===== config.mk =====
export PLATFORM = sky130hd
export DESIGN_NAME = link_deser28
export DESIGN_NICKNAME = d
export VERILOG_FILES = /design/src/rtl/ldes_pkg.sv /design/src/rtl/ldes_framer.sv /design/src/rtl/ldes_lane_shift.sv /design/src/rtl/ldes_health.sv /design/src/rtl/link_deser28.sv
export SDC_FILE = /design/constraint.sdc
export NUM_CORES = 1
export LEC_CHECK = 0
export BUFFER_PORTS_ARGS = -buffer_cell sky130_fd_sc_hd__buf_2
export CAP_MARGIN = 10
export CORE_MARGIN = 10
export CORE_UTILIZATION = 52
export CTS_CLUSTER_SIZE = 24
export DETAILED_ROUTE_END_ITERATION = 12
export PLACE_DENSITY = 0.75
export SETUP_SLACK_MARGIN = 0.5
export SLEW_MARGIN = 10
export SYNTH_ARGS = -nofsm -noshare
export SYNTH_HDL_FRONTEND = slang
export SYNTH_HIERARCHICAL = 1
export SYNTH_SLANG_ARGS = --single-unit
export TNS_END_PERCENT = 30

===== constraint.sdc =====
create_clock -name clk_fast -period 1.6 [get_ports clk_fast]
set_input_delay 0.08 -clock clk_fast [delete_from_list [all_inputs] [get_ports clk_fast]]
set_output_delay 0.08 -clock clk_fast [all_outputs]
set_load 0.01 [all_outputs]

===== src/rtl/ldes_pkg.sv =====
package ldes_pkg;
  localparam int SLOT_N = 7;
  // clock-lane shape of one frame, MSB is the earliest slot
  localparam logic [SLOT_N-1:0] CLK_PATTERN = 7'b1100011;
  localparam int PH_W = $clog2(SLOT_N);
  typedef logic [PH_W-1:0] phase_t;
endpackage


===== src/rtl/ldes_framer.sv =====
module ldes_framer
  import ldes_pkg::*;
(
  input  logic   clk,
  input  logic   rst_n,
  input  logic   clk_lane,
  output logic   frame_hit,
  output logic   clk_edge,
  output phase_t phase_q
);
  logic [SLOT_N-1:0] hist_q;

  always_ff @(posedge clk or negedge rst_n) begin
    if (!rst_n) hist_q <= '0;
    else        hist_q <= {hist_q[SLOT_N-2:0], clk_lane};
  end

  assign frame_hit = (hist_q == CLK_PATTERN);
  assign clk_edge  = hist_q[0] ^ hist_q[1];

  always_ff @(posedge clk or negedge rst_n) begin
    if (!rst_n)                              phase_q <= '0;
    else if (frame_hit)                      phase_q <= '0;
    else if (phase_q == phase_t'(SLOT_N-1))  phase_q <= '0;
    else                                     phase_q <= phase_q + phase_t'(1);
  end


  no_back2back_chk: assert property (@(posedge clk) disable iff (!rst_n)
    frame_hit |=> !frame_hit);
endmodule


===== src/rtl/ldes_lane_shift.sv =====
module ldes_lane_shift
  import ldes_pkg::*;
#(
  parameter int LANES = 4
) (
  input  logic                          clk,
  input  logic                          rst_n,
  input  logic [LANES-1:0]              lane_in,
  output logic [LANES-1:0][SLOT_N-1:0]  win_q
);
  for (genvar g = 0; g < LANES; g++) begin : g_lane
    logic [SLOT_N-1:0] sh_q;
    always_ff @(posedge clk or negedge rst_n) begin
      if (!rst_n) sh_q <= '0;
      else        sh_q <= {sh_q[SLOT_N-2:0], lane_in[g]};
    end
    assign win_q[g] = sh_q;
  end
endmodule


===== src/rtl/ldes_health.sv =====
module ldes_health #(
  parameter int LOCK_FRAMES = 4,
  parameter int DEAD_CYCLES = 14
) (
  input  logic clk,
  input  logic rst_n,
  input  logic pd_n,
  input  logic clk_edge,
  input  logic frame_hit,
  output logic locked,
  output logic dead_hit,
  output logic fs_q
);
  localparam int LK_W = $clog2(LOCK_FRAMES + 1);
  localparam int DC_W = $clog2(DEAD_CYCLES + 1);

  logic [LK_W-1:0] lock_cnt;
  logic [DC_W-1:0] dead_cnt;

  assign locked   = (lock_cnt == LK_W'(LOCK_FRAMES));
  assign dead_hit = (dead_cnt == DC_W'(DEAD_CYCLES));

  always_ff @(posedge clk or negedge rst_n) begin
    if (!rst_n)                   lock_cnt <= '0;
    else if (!pd_n)               lock_cnt <= '0;
    else if (frame_hit && !locked) lock_cnt <= lock_cnt + LK_W'(1);
  end

  always_ff @(posedge clk or negedge rst_n) begin
    if (!rst_n)                     dead_cnt <= '0;
    else if (!pd_n || clk_edge)     dead_cnt <= '0;
    else if (!dead_hit)             dead_cnt <= dead_cnt + DC_W'(1);
  end

  always_ff @(posedge clk or negedge rst_n) begin
    if (!rst_n)              fs_q <= 1'b0;
    else if (!pd_n)          fs_q <= 1'b0;
    else if (frame_hit)      fs_q <= 1'b0;
    else if (dead_hit)       fs_q <= 1'b1;
  end


  dead_to_failsafe_chk: assert property (@(posedge clk) disable iff (!rst_n)
    (dead_hit && pd_n) |=> fs_q);

  pd_clears_lock_chk: assert property (@(posedge clk) disable iff (!rst_n)
    !pd_n |=> (lock_cnt == '0 && !fs_q));
endmodule


===== src/rtl/link_deser28.sv =====
module link_deser28
  import ldes_pkg::*;
#(
  parameter int LANES       = 4,
  parameter int LOCK_FRAMES = 4,
  parameter int DEAD_CYCLES = 14
) (
  input  logic                       clk_fast,
  input  logic                       rst_n,
  input  logic                       pd_n,
  input  logic                       clk_lane,
  input  logic [LANES-1:0]           lane_in,
  output logic [LANES*SLOT_N-1:0]    word_out,
  output logic                       pclk_out,
  output logic                       valid_out
);
  localparam int WORD_W = LANES * SLOT_N;
  localparam phase_t PH_RISE = phase_t'(SLOT_N / 2);
  localparam phase_t PH_LAST = phase_t'(SLOT_N - 2);

  // lane k, slot j -> bit k*SLOT_N+j; slot 0 is the oldest sample
  function automatic logic [WORD_W-1:0] assemble(input logic [LANES-1:0][SLOT_N-1:0] win);
    logic [WORD_W-1:0] w;
    w = '0;
    for (int k = 0; k < LANES; k++)
      for (int j = 0; j < SLOT_N; j++)
        w[k*SLOT_N + j] = win[k][SLOT_N-1-j];
    return w;
  endfunction

  logic                         frame_hit, clk_edge, locked, dead_hit, fs_q;
  phase_t                       phase_q;
  logic [LANES-1:0][SLOT_N-1:0] win_q;
  logic [WORD_W-1:0]            word_q;
  logic                         valid_q;
  logic                         capture_en;
  logic                         strobe_hi;

  ldes_framer u_framer (
    .clk(clk_fast), .rst_n(rst_n), .clk_lane(clk_lane),
    .frame_hit(frame_hit), .clk_edge(clk_edge), .phase_q(phase_q)
  );

  ldes_lane_shift #(.LANES(LANES)) u_lanes (
    .clk(clk_fast), .rst_n(rst_n), .lane_in(lane_in), .win_q(win_q)
  );

  ldes_health #(.LOCK_FRAMES(LOCK_FRAMES), .DEAD_CYCLES(DEAD_CYCLES)) u_health (
    .clk(clk_fast), .rst_n(rst_n), .pd_n(pd_n), .clk_edge(clk_edge),
    .frame_hit(frame_hit), .locked(locked), .dead_hit(dead_hit), .fs_q(fs_q)
  );

  assign capture_en = pd_n && frame_hit && locked;

  always_ff @(posedge clk_fast or negedge rst_n) begin
    if (!rst_n)          word_q <= '0;
    else if (!pd_n)      word_q <= '0;
    else if (capture_en) word_q <= assemble(win_q);
  end

  always_ff @(posedge clk_fast or negedge rst_n) begin
    if (!rst_n)          valid_q <= 1'b0;
    else if (!pd_n)      valid_q <= 1'b0;
    else if (capture_en) valid_q <= 1'b1;
    else if (dead_hit)   valid_q <= 1'b0;
  end

  assign strobe_hi = (phase_q >= PH_RISE) && (phase_q <= PH_LAST);
  assign word_out  = pd_n ? word_q : '0;
  assign valid_out = pd_n && valid_q;
  assign pclk_out  = valid_out && strobe_hi;


  word_moves_on_frame_chk: assert property (@(posedge clk_fast) disable iff (!rst_n)
    !$stable(word_q) |-> ($past(capture_en) || !$past(pd_n)));

  failsafe_hold_chk: assert property (@(posedge clk_fast) disable iff (!rst_n)
    (fs_q && !frame_hit && pd_n) |=> $stable(word_q));

  failsafe_exit_chk: assert property (@(posedge clk_fast) disable iff (!rst_n)
    (fs_q && frame_hit && locked && pd_n) |=> valid_q);

  valid_needs_lock_chk: assert property (@(posedge clk_fast) disable iff (!rst_n)
    valid_q |-> locked);
endmodule


After elaboration in Yosys (flattened, before gate mapping)
Cells that the tools add are included.
{"block": "word_totals", "register_bits": 74, "in_bits": 8, "out_inout_bits": 30, "word_cells": 45}
{"block": "classes", "n_addsub": 3, "n_lt_le_gt_ge": 2, "n_eq_ne": 8, "muxes": 12, "bitwise": 1, "n_reduce_logical": 9}
{"operator": "$mux W28", "n": 3}
{"operator": "$mux W3", "n": 4}
{"operator": "$mux W4", "n": 2}
{"operator": "$eq A7 B7 Y1 const B", "n": 1}
{"operator": "$add A3 B1 Y3 const B", "n": 2}
{"operator": "$eq A3 B3 Y1 const B", "n": 2}
{"operator": "$logic_and A1 B1 Y1", "n": 6}
{"operator": "$ne A2 B1 Y1 const B", "n": 3}
{"operator": "$add A4 B1 Y4 const B", "n": 1}
{"operator": "$eq A4 B4 Y1 const B", "n": 1}
{"operator": "$ge A3 B2 Y1 const B", "n": 1}
{"operator": "$le A3 B3 Y1 const B", "n": 1}
{"operator": "$mux W1", "n": 3}
{"operator": "$ne A3 B1 Y1 const B", "n": 1}
{"operator": "$logic_not A1 Y1", "n": 2}
{"operator": "$logic_or A1 B1 Y1", "n": 1}
{"operator": "$xor A1 B1 Y1", "n": 1}

Depth between registers and ports, before layout
{"block": "depth", "depth_word": 5, "depth_mapped": 7, "mapped_depth_nobuf": 6}

Cells and area by module
The synthesis kept the hierarchy.
{"module": "link_deser28", "instances": 1, "cells_per_inst": 167, "area_each_um2": 1631.6}
{"module": "ldes_lane_shift", "instances": 1, "cells_per_inst": 28, "area_each_um2": 700.7}
{"module": "ldes_health", "instances": 1, "cells_per_inst": 44, "area_each_um2": 479.2}
{"module": "ldes_framer", "instances": 1, "cells_per_inst": 21, "area_each_um2": 345.3}

Worst setup path after synthesis
OpenSTA, ideal clock, no wires.
{"block": "synth_path", "kind": "register to register", "start": "register u_framer.hist_q[0]", "end": "register word_q[3]", "arrival_time_ps": 1506, "t_required_ps": 1522, "setup_slack_ps": 16, "stages_incl_launch_ff": 8, "n_path_buf": 2, "cell_sequence": "dfrtp_1 -> ha_1 -> and4bb_1 -> and2_1 -> buf_6 -> buf_6 -> a21bo_1 -> a21oi_1"}
{"block": "synth_via", "elab_chain_cells": 4}
{"item": "start: declaration", "line_no": "ldes_framer.sv:11", "source": "logic [SLOT_N-1:0] hist_q;"}
{"item": "start signal: assignment", "line_no": "ldes_framer.sv:15", "source": "else hist_q <= {hist_q[SLOT_N-2:0], clk_lane};"}
{"item": "$eq A7 B7 Y1", "line_no": "ldes_framer.sv:18", "source": "assign frame_hit = (hist_q == CLK_PATTERN);"}
{"item": "named net frame_hit", "line_no": "link_deser28.sv:31", "source": "logic frame_hit, clk_edge, locked, dead_hit, fs_q;"}
{"item": "$logic_and A1 B1 Y1 (2 in series)", "line_no": "link_deser28.sv:53", "source": "assign capture_en = pd_n && frame_hit && locked;"}
{"item": "$ne A2 B1 Y1 (no line)"}
{"item": "end signal: assignment", "line_no": "link_deser28.sv:58", "source": "else if (capture_en) word_q <= assemble(win_q);"}
{"item": "end: declaration", "line_no": "link_deser28.sv:34", "source": "logic [WORD_W-1:0] word_q;"}
The timed path passes the listed nets, and every way through them passes these cells.
A chain may end at the register's enable or synchronous reset.

Worst setup path after layout
{"block": "layout_path", "start": "register u_framer.hist_q[0]", "end": "register word_q[26]"}
Same word-level chain as after synthesis.

==> results.py <==
metrics = {
    "detailed_routing": {
        "first_pass_iters": 4,
        "via_per_inst": 5.246,
        "wl_per_cell_um": 14.96,
        "wl_met1_um": 2591,
        "met2_length_um": 2840,
        "vias": 2025,
        "dr_wl_met3_um": 311,
        "drt_iter0_drc": 138,
        "routed_wl_um": 5774,
        "postRouteAntennaNets": 0,
        "routed.top_layer": "met4",
        "drc_errors": 0,
    },
    "worst_setup_path": {
        "cp_num_buf_inv": 1,
        "crit_type": "reg2reg",
        "path_cells": "ha_2 > and4bb_1 > and2_4 > buf_12 > a21bo_2 > a21oi_1",
        "required_ns": 1.87,
        "slowest_delay_ns": 0.39,
        "crit_fanout": 14,
        "critPathTopFamily": "simple AND/OR/NAND/NOR gates",
        "critPathCaptureType": "flip-flop",
        "ff2ff_path_depth": 6,
        "worst_path_max_delay_cell": "dfrtp_1",
        "critPathArrivalTime_ns": 1.84,
        "path_depth": 6,
        "worst_setup_path_start_kind": "flip-flop",
    },
    "clock_tree": {
        "cts_tree": "yes",
        "clock_path_buffers": 2,
        "cts.sinks": 74,
        "clock_latency_ns": 0.35,
        "cts_buffers": 9,
        "cts_root_buffer": "clkbuf_8",
        "clkTransAtPathRegs_ns": 0.08,
        "htreeDepth": 3,
    },
    "power_and_ir_drop": {
        "peakVddDrop_uv": 914.4,
        "combPwrFrac_pct": 6.0,
        "pwr_density_cell_nw_per_um2": 1015,
        "leakagePower_uw": 0.001773,
        "p_seq_share_pct": 52.0,
        "swShare_pct": 21.62,
        "switchingPower_uw": 848.6,
        "p_total_uw": 3926,
        "clkPwrFrac_pct": 42.0,
        "cell_internal_pwr_uw": 3077,
    },
    "sta": {
        "max_freq_mhz": 637.7,
        "maxSlewHeadroom_pct": 59.01,
        "fin_tns_setup_ns": 0,
        "setup_slack_ns": 0.03187,
        "setup_viol": 0,
        "report.final.hold_viol_count": 0,
        "min_period_ns": 1.568,
        "final.period_utilization_pct": 98.01,
        "tightest_slew_ns": 0.6140,
        "finClkSkew_ns": 0.01267,
        "grt_setup_unrepaired": "true",
        "maxSlewViolCount": 0,
    },
    "logic_synthesis": {
        "yosys_warnings": 6,
        "synth.net_count": 270,
        "syn_inst": 257,
        "netlist_area_um2": 3118,
        "avgSynthCellArea_um2": 12.13,
    },
    "run_status": {
        "status": "completed",
    },
    "place": {
        "dp_hpwl_um": 3630,
        "pre_cts_ws_ns": 0.04043,
        "place_area_um2": 3416,
        "gp_congestion": 0.7304,
        "io_buffer_count": 37,
    },
    "floorplanning": {
        "die_area_um2": 9494,
        "pin_count": 38,
        "coreArea_um2": 5886,
        "start_util_pct": 52.98,
        "fp.dieH_um": 97.44,
        "die_w_um": 97.44,
        "rows": 28,
    },
    "grt": {
        "grt.overflow.total": 0,
        "grt_pass1_wl_um": 9722,
        "antenna_found_initial": 0,
        "gr-usage-all-layers_pct": 12.27,
        "grt_max_degree": 44,
        "grt_pass1_vias": 2007,
    },
    "finish": {
        "fillCellCount": 440,
        "antenna_cells": 0,
        "final_layout_size_suffix_gt1_share_pct": 36.01,
        "final_cell_area_um2": 3867,
        "layout.nets": 319,
        "syn_to_final_growth_pct": 24.04,
    },
    "flow_run": {
        "maxCapViolations": 0,
    },
    "min_path": {
        "hold_class": "in2reg",
        "hold_depth": 3,
    },
}
[flip-flops by register name, summed over array words and instances (netlist names)]
signal,cells
u_framer/hist_q,7
u_framer/phase_q,3
u_health/dead_cnt,4
u_health/lock_cnt,3
u_lanes/g_lane.sh_q,28
valid_q,1
word_q,28
[area by class of cell]
class / count / area, um2 / share of cell area [%]
Multi-Input combinational cell: 159 / 1214 / 31.38
Clock inverter: 4 / 72.57 / 1.876
Sequential cell: 74 / 1854 / 47.95
Timing Repair Buffer: 57 / 449.2 / 11.61
Clock buffer: 12 / 165.2 / 4.270
Tap cell: 75 / 93.84 / 2.426
Inverter: 5 / 18.77 / 0.4853
[cell usage in the layout (no fill, tap or decap), drive strengths merged, types with 4 or more instances in the layout]
| master | count |
|---|---|
| a21oi | 33 |
| and2 | 31 |
| inv | 5 |
| nand2b | 6 |
| ha | 5 |
| buf | 50 |
| nand2 | 4 |
| dfrtp | 74 |
| dlygate4sd3 | 6 |
| clkbuf | 13 |
| nand3 | 29 |
| a21bo | 28 |
[final timing paths]
check / endpoint / slack (ns) / startpoint
max reg2reg: word_q[26] / 0.03 / u_framer/hist_q[0]
max in group asynchronous: u_framer/hist_q[2] / 0.84 / rst_n
max: word_q[26] / 0.03 / u_framer/hist_q[0]
min in group asynchronous: word_q[0] / 0.19 / rst_n
min reg2reg: u_lanes/g_lane[0].sh_q[5] / 0.37 / u_lanes/g_lane[0].sh_q[4]
min: u_health/lock_cnt[0] / 0.14 / pd_n
[metal layers]
layer	track usage, %	vias up
li1	-	983
met1	14.96	1003
met2	18.50	34
met3	5.832	5
met4	4.362	0
met5	0	-
[power groups by stage]
stage / Combinational [uW] / Sequential (uW) / Clock, uW
after detailed placement: 203 / 2070 / 0
after floorplan: 128 / 2040 / 0
after CTS: 215 / 2030 / 1690
after global routing: 268 / 2060 / 1800
final: 236 / 2040 / 1650
after global placement: 198 / 2060 / 0
[metrics by stage]
stage | cells | hold WS (ns) | utilization (%)
finish | 386 | 0.1363 | 65.71
global route | 386 | 0.1507 | 65.71
CTS | 384 | 0.1278 | 63.31
detailed placement | 361 | 0.03806 | 58.04
global placement | 361 | 0.03806 | 58.04
floorplan | 257 | -0.2156 | -
[worst register-to-register path, cell delays in order (launching register included)]
cell,delay [ns]
dfrtp_1,0.39
ha_2,0.18
and4bb_1,0.20
and2_4,0.21
buf_12,0.16
a21bo_2,0.20
a21oi_1,0.16
[what timing repair did]
item,4_1_cts,5_1_grt
gates resized for setup,2,25
setup buffers,1,1
endpoints found under the setup margin,60,69
pin swaps,0,29
hold endpoints to repair,36,0
hold buffers,6,0
gates cloned,0,1
Note: power is estimated with default switching activity, not from simulation.
